[src/rtl/bgg_pkg.sv]
package bgg_pkg;

  typedef enum logic [1:0] {
    OC_IDLE = 2'd0,
    OC_TRIP = 2'd1,
    OC_HOLD = 2'd2
  } oc_state_e;

endpackage

[src/rtl/bgg_sync.sv]
module bgg_sync #(
  parameter int W      = 1,
  parameter int STAGES = 2
) (
  input  logic         clk,
  input  logic         rst_n,
  input  logic [W-1:0] d,
  output logic [W-1:0] q
);

  logic [W-1:0] stg_q [STAGES];
  logic [W-1:0] stg_d [STAGES];

  always_comb begin
    stg_d[0] = d;
    for (int i = 1; i < STAGES; i++) begin
      stg_d[i] = stg_q[i-1];
    end
  end

  always_ff @(posedge clk or negedge rst_n) begin
    if (!rst_n) begin
      for (int i = 0; i < STAGES; i++) begin
        stg_q[i] <= '0;
      end
    end else begin
      for (int i = 0; i < STAGES; i++) begin
        stg_q[i] <= stg_d[i];
      end
    end
  end

  assign q = stg_q[STAGES-1];

endmodule

[src/rtl/bgg_pulse_filter.sv]
module bgg_pulse_filter #(
  parameter int CYC = 4
) (
  input  logic clk,
  input  logic rst_n,
  input  logic din,
  output logic dout
);

  localparam int FW = $clog2(CYC + 1);

  logic          lvl_q, lvl_d;
  logic [FW-1:0] cnt_q, cnt_d;
  logic          cnt_en;

  always_comb begin
    lvl_d  = lvl_q;
    cnt_d  = '0;
    cnt_en = 1'b1;
    if (din != lvl_q) begin
      if (cnt_q == FW'(CYC - 1)) begin
        lvl_d = din;
        cnt_d = '0;
      end else begin
        cnt_d = cnt_q + 1'b1;
      end
    end else if (cnt_q == '0) begin
      cnt_en = 1'b0;
    end
  end

  always_ff @(posedge clk or negedge rst_n) begin
    if (!rst_n) begin
      lvl_q <= 1'b0;
      cnt_q <= '0;
    end else begin
      lvl_q <= lvl_d;
      if (cnt_en) begin
        cnt_q <= cnt_d;
      end
    end
  end

  assign dout = lvl_q;

endmodule

[src/rtl/bgg_oc_timer.sv]
module bgg_oc_timer
  import bgg_pkg::*;
#(
  parameter int CLR_CYC = 1_800_000
) (
  input  logic clk,
  input  logic rst_n,
  input  logic oc_s,
  output logic blk,
  output logic fault_n
);

  localparam int CNT_W = $clog2(CLR_CYC);

  oc_state_e      st_q, st_d;
  logic [CNT_W-1:0] cnt_q, cnt_d;
  logic           blk_q;

  always_comb begin
    st_d  = st_q;
    cnt_d = cnt_q;
    if (oc_s) begin
      st_d  = OC_TRIP;
      cnt_d = '0;
    end else begin
      unique case (st_q)
        OC_TRIP: begin
          st_d  = OC_HOLD;
          cnt_d = '0;
        end
        OC_HOLD: begin
          if (cnt_q == CNT_W'(CLR_CYC - 1)) begin
            st_d  = OC_IDLE;
            cnt_d = '0;
          end else begin
            cnt_d = cnt_q + 1'b1;
          end
        end
        default: begin
          st_d  = OC_IDLE;
          cnt_d = '0;
        end
      endcase
    end
  end

  always_ff @(posedge clk or negedge rst_n) begin
    if (!rst_n) begin
      st_q  <= OC_IDLE;
      cnt_q <= '0;
      blk_q <= 1'b0;
    end else begin
      st_q  <= st_d;
      cnt_q <= cnt_d;
      blk_q <= (st_d != OC_IDLE);
    end
  end

  assign blk     = blk_q;
  assign fault_n = ~blk_q;

endmodule

[src/rtl/bgg_phase_gate.sv]
module bgg_phase_gate (
  input  logic clk,
  input  logic rst_n,
  input  logic allow,
  input  logic hi_f,
  input  logic lo_f,
  input  logic hs_uv_s,
  output logic g_hi,
  output logic g_lo
);

  logic lock_q, lock_d;
  logic hi_q, hi_d;
  logic lo_q, lo_d;

  always_comb begin
    lock_d = hs_uv_s | (lock_q & hi_f);
    hi_d   = allow & hi_f & ~lo_f & ~hs_uv_s & ~lock_q;
    lo_d   = allow & lo_f & ~hi_f;
  end

  always_ff @(posedge clk or negedge rst_n) begin
    if (!rst_n) begin
      lock_q <= 1'b0;
      hi_q   <= 1'b0;
      lo_q   <= 1'b0;
    end else begin
      lock_q <= lock_d;
      hi_q   <= hi_d;
      lo_q   <= lo_d;
    end
  end

  assign g_hi = hi_q;
  assign g_lo = lo_q;

endmodule

[src/rtl/bridge_gate_guard.sv]
module bridge_gate_guard #(
  parameter int PHASES      = 3,
  parameter int SYNC_STAGES = 2,
  parameter int FILT_CYC    = 4,
  parameter int CLR_CYC     = 1_800_000
) (
  input  logic              clk,
  input  logic              rst_n,
  input  logic [PHASES-1:0] hi_in,
  input  logic [PHASES-1:0] lo_in,
  input  logic              en_in,
  input  logic              oc_trip,
  input  logic              main_uv,
  input  logic [PHASES-1:0] hs_uv,
  output logic [PHASES-1:0] gate_hi,
  output logic [PHASES-1:0] gate_lo,
  output logic              fault_n
);

  localparam int SW = 3 * PHASES + 3;

  logic [1:0]    rst_sq;
  logic          rst_int_n;
  logic [SW-1:0] raw_vec, syn_vec;
  logic [PHASES-1:0] hi_s, lo_s, hs_uv_s, hi_f, lo_f;
  logic          en_s, oc_s, muv_s;
  logic          blk, allow;

  always_ff @(posedge clk or negedge rst_n) begin
    if (!rst_n) begin
      rst_sq <= 2'b00;
    end else begin
      rst_sq <= {rst_sq[0], 1'b1};
    end
  end
  assign rst_int_n = rst_sq[1];

  assign raw_vec = {hs_uv, main_uv, en_in, oc_trip, lo_in, hi_in};

  bgg_sync #(.W(SW), .STAGES(SYNC_STAGES)) u_sync (
    .clk   (clk),
    .rst_n (rst_int_n),
    .d     (raw_vec),
    .q     (syn_vec)
  );

  assign hi_s    = syn_vec[PHASES-1:0];
  assign lo_s    = syn_vec[2*PHASES-1:PHASES];
  assign oc_s    = syn_vec[2*PHASES];
  assign en_s    = syn_vec[2*PHASES+1];
  assign muv_s   = syn_vec[2*PHASES+2];
  assign hs_uv_s = syn_vec[SW-1:2*PHASES+3];

  bgg_oc_timer #(.CLR_CYC(CLR_CYC)) u_oc (
    .clk     (clk),
    .rst_n   (rst_int_n),
    .oc_s    (oc_s),
    .blk     (blk),
    .fault_n (fault_n)
  );

  assign allow = en_s & ~muv_s & ~blk;

  for (genvar p = 0; p < PHASES; p++) begin : g_phase
    bgg_pulse_filter #(.CYC(FILT_CYC)) u_flt_hi (
      .clk   (clk),
      .rst_n (rst_int_n),
      .din   (hi_s[p]),
      .dout  (hi_f[p])
    );
    bgg_pulse_filter #(.CYC(FILT_CYC)) u_flt_lo (
      .clk   (clk),
      .rst_n (rst_int_n),
      .din   (lo_s[p]),
      .dout  (lo_f[p])
    );
    bgg_phase_gate u_gate (
      .clk     (clk),
      .rst_n   (rst_int_n),
      .allow   (allow),
      .hi_f    (hi_f[p]),
      .lo_f    (lo_f[p]),
      .hs_uv_s (hs_uv_s[p]),
      .g_hi    (gate_hi[p]),
      .g_lo    (gate_lo[p])
    );
  end

endmodule

[config.mk]
export PLATFORM = sky130hd
export DESIGN_NAME = bridge_gate_guard
export DESIGN_NICKNAME = d
export VERILOG_FILES = /design/src/rtl/bgg_pkg.sv /design/src/rtl/bgg_sync.sv /design/src/rtl/bgg_pulse_filter.sv /design/src/rtl/bgg_oc_timer.sv /design/src/rtl/bgg_phase_gate.sv /design/src/rtl/bridge_gate_guard.sv
export SDC_FILE = /design/constraint.sdc
export NUM_CORES = 1
export LEC_CHECK = 0
export CAP_MARGIN = 15
export CORE_UTILIZATION = 45
export DETAILED_ROUTE_END_ITERATION = 10
export PLACE_DENSITY = 0.68
export SLEW_MARGIN = 0
export SYNTH_ARGS = -nofsm -noshare
export SYNTH_HDL_FRONTEND = slang
export SYNTH_SLANG_ARGS = --single-unit
[constraint.sdc]
create_clock -name clk -period 4.8 [get_ports clk]
set_clock_uncertainty 0.2 [all_clocks]
set_input_delay 0.96 -clock clk [delete_from_list [all_inputs] [get_ports clk]]
set_output_delay 0.96 -clock clk [all_outputs]
set_load 0.02 [all_outputs]
Word-level counts from Yosys, hierarchy flattened. Cells that the tools add are included.

Logic and storage cells: 132. Output and inout bits: 7. Bits in registers: 83. Input port bits: 14.

Multiplexer cells: 30. Add/sub/neg operators: 7. Reductions and logical operators: 13. Bitwise gates (word level): 40. Equal/unequal tests: 15.

Operators by type and width (count): $mux W21 (3); $mux W3 (12); $and A1 B1 Y1 (23); $add A21 B1 Y21 const B (1); $eq A21 B21 Y1 const B (1); $add A3 B1 Y3 const B (6); $eq A3 B2 Y1 const B (6); $logic_not A3 Y1 (6); $not A1 Y1 (14); $mux W1 (12); $reduce_and A2 Y1 (6); $ne A1 B1 Y1 (6); $mux W2 (2); $pmux W2 S2 (1); $or A1 B1 Y1 (3); $eq A2 B1 Y1 const B (1); $eq A2 B2 Y1 const B (1); $reduce_bool A2 Y1 (1).

Depth between registers and ports, before layout.
Word-level depth: 7. Mapped depth: 6. Mapped depth without buffers: 5.

Hierarchy. From an unflattened synthesis, not the netlist that was laid out.

Cells, all modules: 286. Area total of the unflattened synthesis: 3502.1 um^2.

Modules (own cells, without submodules): bgg_pulse_filter (cells each 18, area each 215.2 um^2, times used 6, sequential area each 100.1 um^2); bgg_oc_timer (cells each 126, area each 1228.7 um^2, times used 1, sequential area each 600.6 um^2); bgg_sync (cells each 24, area each 600.6 um^2, times used 1, sequential area each 600.6 um^2); bgg_phase_gate (cells each 8, area each 105.1 um^2, times used 3, sequential area each 75.1 um^2); bridge_gate_guard (cells each 4, area each 66.3 um^2, times used 1, sequential area each 50.0 um^2).

Least setup slack after synthesis. OpenSTA, ideal clock, no wires.

Kind: reg2reg. Start: reg u_oc.cnt_q[18]. End: reg u_oc.blk_q (netlist: u_oc.blk). Data arrival time: 1798 ps. Required time: 4474 ps. Cell stages (with the launch flop): 5. Buffers on the path: 0. Library setup time: 126 ps. Period minus slack after synthesis: 2124 ps. Slack: 2676 ps. Cell sequence: dfrtp_1 or4_1 or3_1 o31a_1 a221o_1.

Cells in the longest elaborated chain, start to end: 5.

Ends and longest elaborated chain: start, declared (line bgg_oc_timer.sv:16) `logic [CNT_W-1:0] cnt_q, cnt_d;`; start signal, assigned (line bgg_oc_timer.sv:54) `cnt_q <= cnt_d;`; $eq A21 B21 Y1 (line bgg_oc_timer.sv:32) `if (cnt_q == CNT_W'(CLR_CYC - 1)) begin`; $mux W2 (line bgg_oc_timer.sv:32); $pmux W2 S2 (line bgg_oc_timer.sv:26) `unique case (st_q)`; $mux W2 (line bgg_oc_timer.sv:22) `if (oc_s) begin`; $reduce_bool A2 Y1 (line bgg_oc_timer.sv:55) `blk_q <= (st_d != OC_IDLE);`; end signal, assigned (line bgg_oc_timer.sv:55); end, declared (line bgg_oc_timer.sv:17) `logic blk_q;`.

No other way between the ends. A chain may end at the register's enable or synchronous reset.

Worst setup path in the final report.
Start: reg u_oc.cnt_q[18]. End: reg u_oc.cnt_q[19].

Cells in the longest elaborated chain, start to end: 4. Elaborated cells on any way between the ends: 5. Those cells by class: add/sub (1); eq/ne (1); mux (3).

Ends and longest elaborated chain (line): $add A21 B1 Y21 / $eq A21 B21 Y1 (equally long branches) (bgg_oc_timer.sv:36, bgg_oc_timer.sv:32); $mux W21 * (bgg_oc_timer.sv:32); $mux W21 * (bgg_oc_timer.sv:26); $mux W21 * (bgg_oc_timer.sv:22); via u_oc.cnt_d[19] (bgg_oc_timer.sv:16).

The timed path passes the listed nets; every way through them passes the cells marked *.

==> results.cfg <==
[worst_setup_path]
crit_fanout = 11
critPathTopFamily = simple AND/OR/NAND/NOR gates
endpoint_kind = flip-flop
crit_path_start_kind = flip-flop
required_ns = 4.84
cp_slowest_cell = o311ai_2
arrival_ns = 2.78
critical_path_buf_inv_count = 1
critPathKind = flip-flop to flip-flop
slowest_delay_ns = 0.77
path_cells = or4_1 -> or3_1 -> o311ai_2 -> buf_4 -> a21oi_1

[global_routing]
grt_max_degree = 82
grt_pass1_wl_um = 9230
grt_pass1_vias = 2141
grt_usage_pct = 15.7
grt-ovfl-total = 0
antenna_found_initial = 0

[yosys]
ys_seq_elements = 83
seq_area_frac_synth_pct = 60.3
netlist_top_cells_area = dfrtp_1, ha_1, xnor2_1
synth_top_area_share_pct = 60.3
synth.avg_cell_area_um2 = 12.1
synth_area_leader_cell = dfrtp_1
yosys-top-cells-count = dfrtp_1, inv_1, nor2_1
yosysMostFrequentCell = dfrtp_1
syn_nets = 313
synth_cell_types = 39
netlist_instances = 284
ys.flop_type = dfrtp_1
ys_warn_count = 0
async_reset_ff_share_pct = 100
synth_edf_count = 0
syn_area_um2 = 3440

[finish]
syn2layout_area_growth_pct = 15.4
nNetsFinal = 335
drive_above_1_share_pct = 10.6
antennaDiodeCount = 0
multi_input_area_um2 = 1220
seqCellArea_um2 = 2080
nFillCells = 620
fin_cells = 410

[power]
irDropWorstVdd_v = 0.000291
p_per_area_nw_per_um2 = 459
p_total_mw = 1.82
power_leakage_nw = 1.71

[clocking]
cts_resized = 0
h-tree-depth = 3
clkSinkCount = 83
cts_setup_buffers = 0
cts_hold_buf = 0
worst_skew_pair.late_latency_ns = 0.36
cts_root_buf = clkbuf_8
cts_tree = done
cts_made_buffers = 9
cts.clk_slew.worst_paths_ns = 0.08
cts_buffer_depth = 2

[run]
drv_cap = 0

[floorplanning]
ioPinCount = 21
die_w_um = 89.5
die_height_um = 89.5
start_util_pct = 47.0
core_area_um2 = 7330
fp.dieArea_um2 = 8000
core.rowCount = 31

[routing]
drc = 0
post_drt_wl_per_cell_um = 12.9
met3_length_um = 199
wl_met2_um = 2480
m1WireLength_um = 2500
first_pass_iters = 4
top_layer_used = met4
routed_via_density = 5.16
drt-total-wl_um = 5280
ant_nets = 0
drtIter0Drc = 98
num_vias = 2116

[sta]
rsz0062_at_grt = no
worst_slew_pin_slew_ns = 0.989
post-route-min-period_ns = 2.75
slew_violations = 0
final.setup.tns_ns = 0
hold_viol = 0
setup_viol = 0
fin_crit_sh_pct = 57.2
fin_ws_ns = 2.05
slew_headroom_pct = 34.1
max_freq_mhz = 364

[placement]
placed_cells = 394
dpl_worst_slack_ns = 2.10
place.gp.congestion = 0.747
port_buffers = 20
place.detailed.hpwl_um = 3400

[status]
status = complete, no violations

[min_path]
min_path_type = flip-flop to flip-flop
[state kept, by name (all words and copies together) (netlist names)]
name and flops:
g_phase.u_flt_hi.cnt_q 9, g_phase.u_flt_hi.dout 3, g_phase.u_flt_lo.cnt_q 9, g_phase.u_flt_lo.dout 3, g_phase.u_gate.g_hi 3, g_phase.u_gate.g_lo 3
g_phase.u_gate.lock_q 3, rst_sq 2, u_oc.blk 1, u_oc.cnt_q 21, u_oc.st_q 2, u_sync.q 12
u_sync.stg_d 12
[layer usage]
| layer | vias up | GRT usage, % |
|---|---|---|
| met3 | 12 | 5.36 |
| li1 | 1021 | - |
| met4 | 0 | 7.07 |
| met5 | - | 0 |
| met1 | 1052 | 17.7 |
| met2 | 31 | 27.1 |
[final cells by class]
class | instances | area share, %
Sequential cell | 83 | 52.4
Clock inverter | 6 | 2.84
Tap cell | 99 | 3.12
Inverter | 23 | 2.17
Multi-Input combinational cell | 168 | 30.8
Clock buffer | 10 | 3.47
Timing Repair Buffer | 21 | 5.23
[cell usage in the layout (no fill, tap or decap), drive strengths merged, types with 6 or more instances in the layout]
cell / netlist / final
dfrtp: 83 / 83
inv: 23 / 23
mux2: 10 / 10
nand3: 10 / 10
nor2: 17 / 17
o31ai: 8 / 8
nor2b: 8 / 8
xnor2: 13 / 13
a21oi: 9 / 9
clkbuf: 1 / 10
nand2: 10 / 10
o21ai: 6 / 6
nor3b: 9 / 9
or4: 8 / 8
ha: 15 / 15
clkdlybuf4s50: 0 / 20
[stage by stage]
step | util [%] | hold WS (ns) | cell area, um^2
6_report | 54.2 | 0.152 | 3970
5_1_grt | 54.2 | 0.163 | 3970
4_1_cts | 54.2 | 0.153 | 3970
3_3_place_gp | 50.8 | 0.132 | 3720
3_5_place_dp | 50.8 | 0.135 | 3720
2_1_floorplan | - | 0.131 | 3440
[kinds of logic after synthesis]
family	count (synthesis)	synth area share (%)
adder cells (fa/ha/maj)	15	5.45
multiplexers	10	3.27
AO/OA/AOI/OAI	35	7.02
other	1	0.109
XOR/XNOR	16	4.07
flip-flops	83	60.3
AND/OR/NAND/NOR	91	15.4
buffers and inverters	33	4.36
[report_power, final]
part | switching, mW | total, mW | internal (mW)
Sequential | 0.0879 | 0.882 | 0.794
Clock | 0.249 | 0.609 | 0.360
Combinational | 0.149 | 0.332 | 0.183
[final timing paths]
path                       cells after the start  slack [ns]                   endpoint                       from
min                                            0        0.15      u_sync.q[3]$_DFF_PN0_  u_sync.stg_d[3]$_DFF_PN0_
max in group asynchronous                      0        3.46  u_sync.stg_d[5]$_DFF_PN0_        rst_sq[1]$_DFF_PN0_
max                                            5        2.05   u_oc.cnt_q[19]$_DFF_PN0_   u_oc.cnt_q[18]$_DFF_PN0_
min in group asynchronous                      0        0.30    u_oc.cnt_q[4]$_DFF_PN0_        rst_sq[1]$_DFF_PN0_
min reg2reg                                    0        0.15      u_sync.q[3]$_DFF_PN0_  u_sync.stg_d[3]$_DFF_PN0_
max reg2reg                                    5        2.05   u_oc.cnt_q[19]$_DFF_PN0_   u_oc.cnt_q[18]$_DFF_PN0_
(Power assumes the default switching activity.)
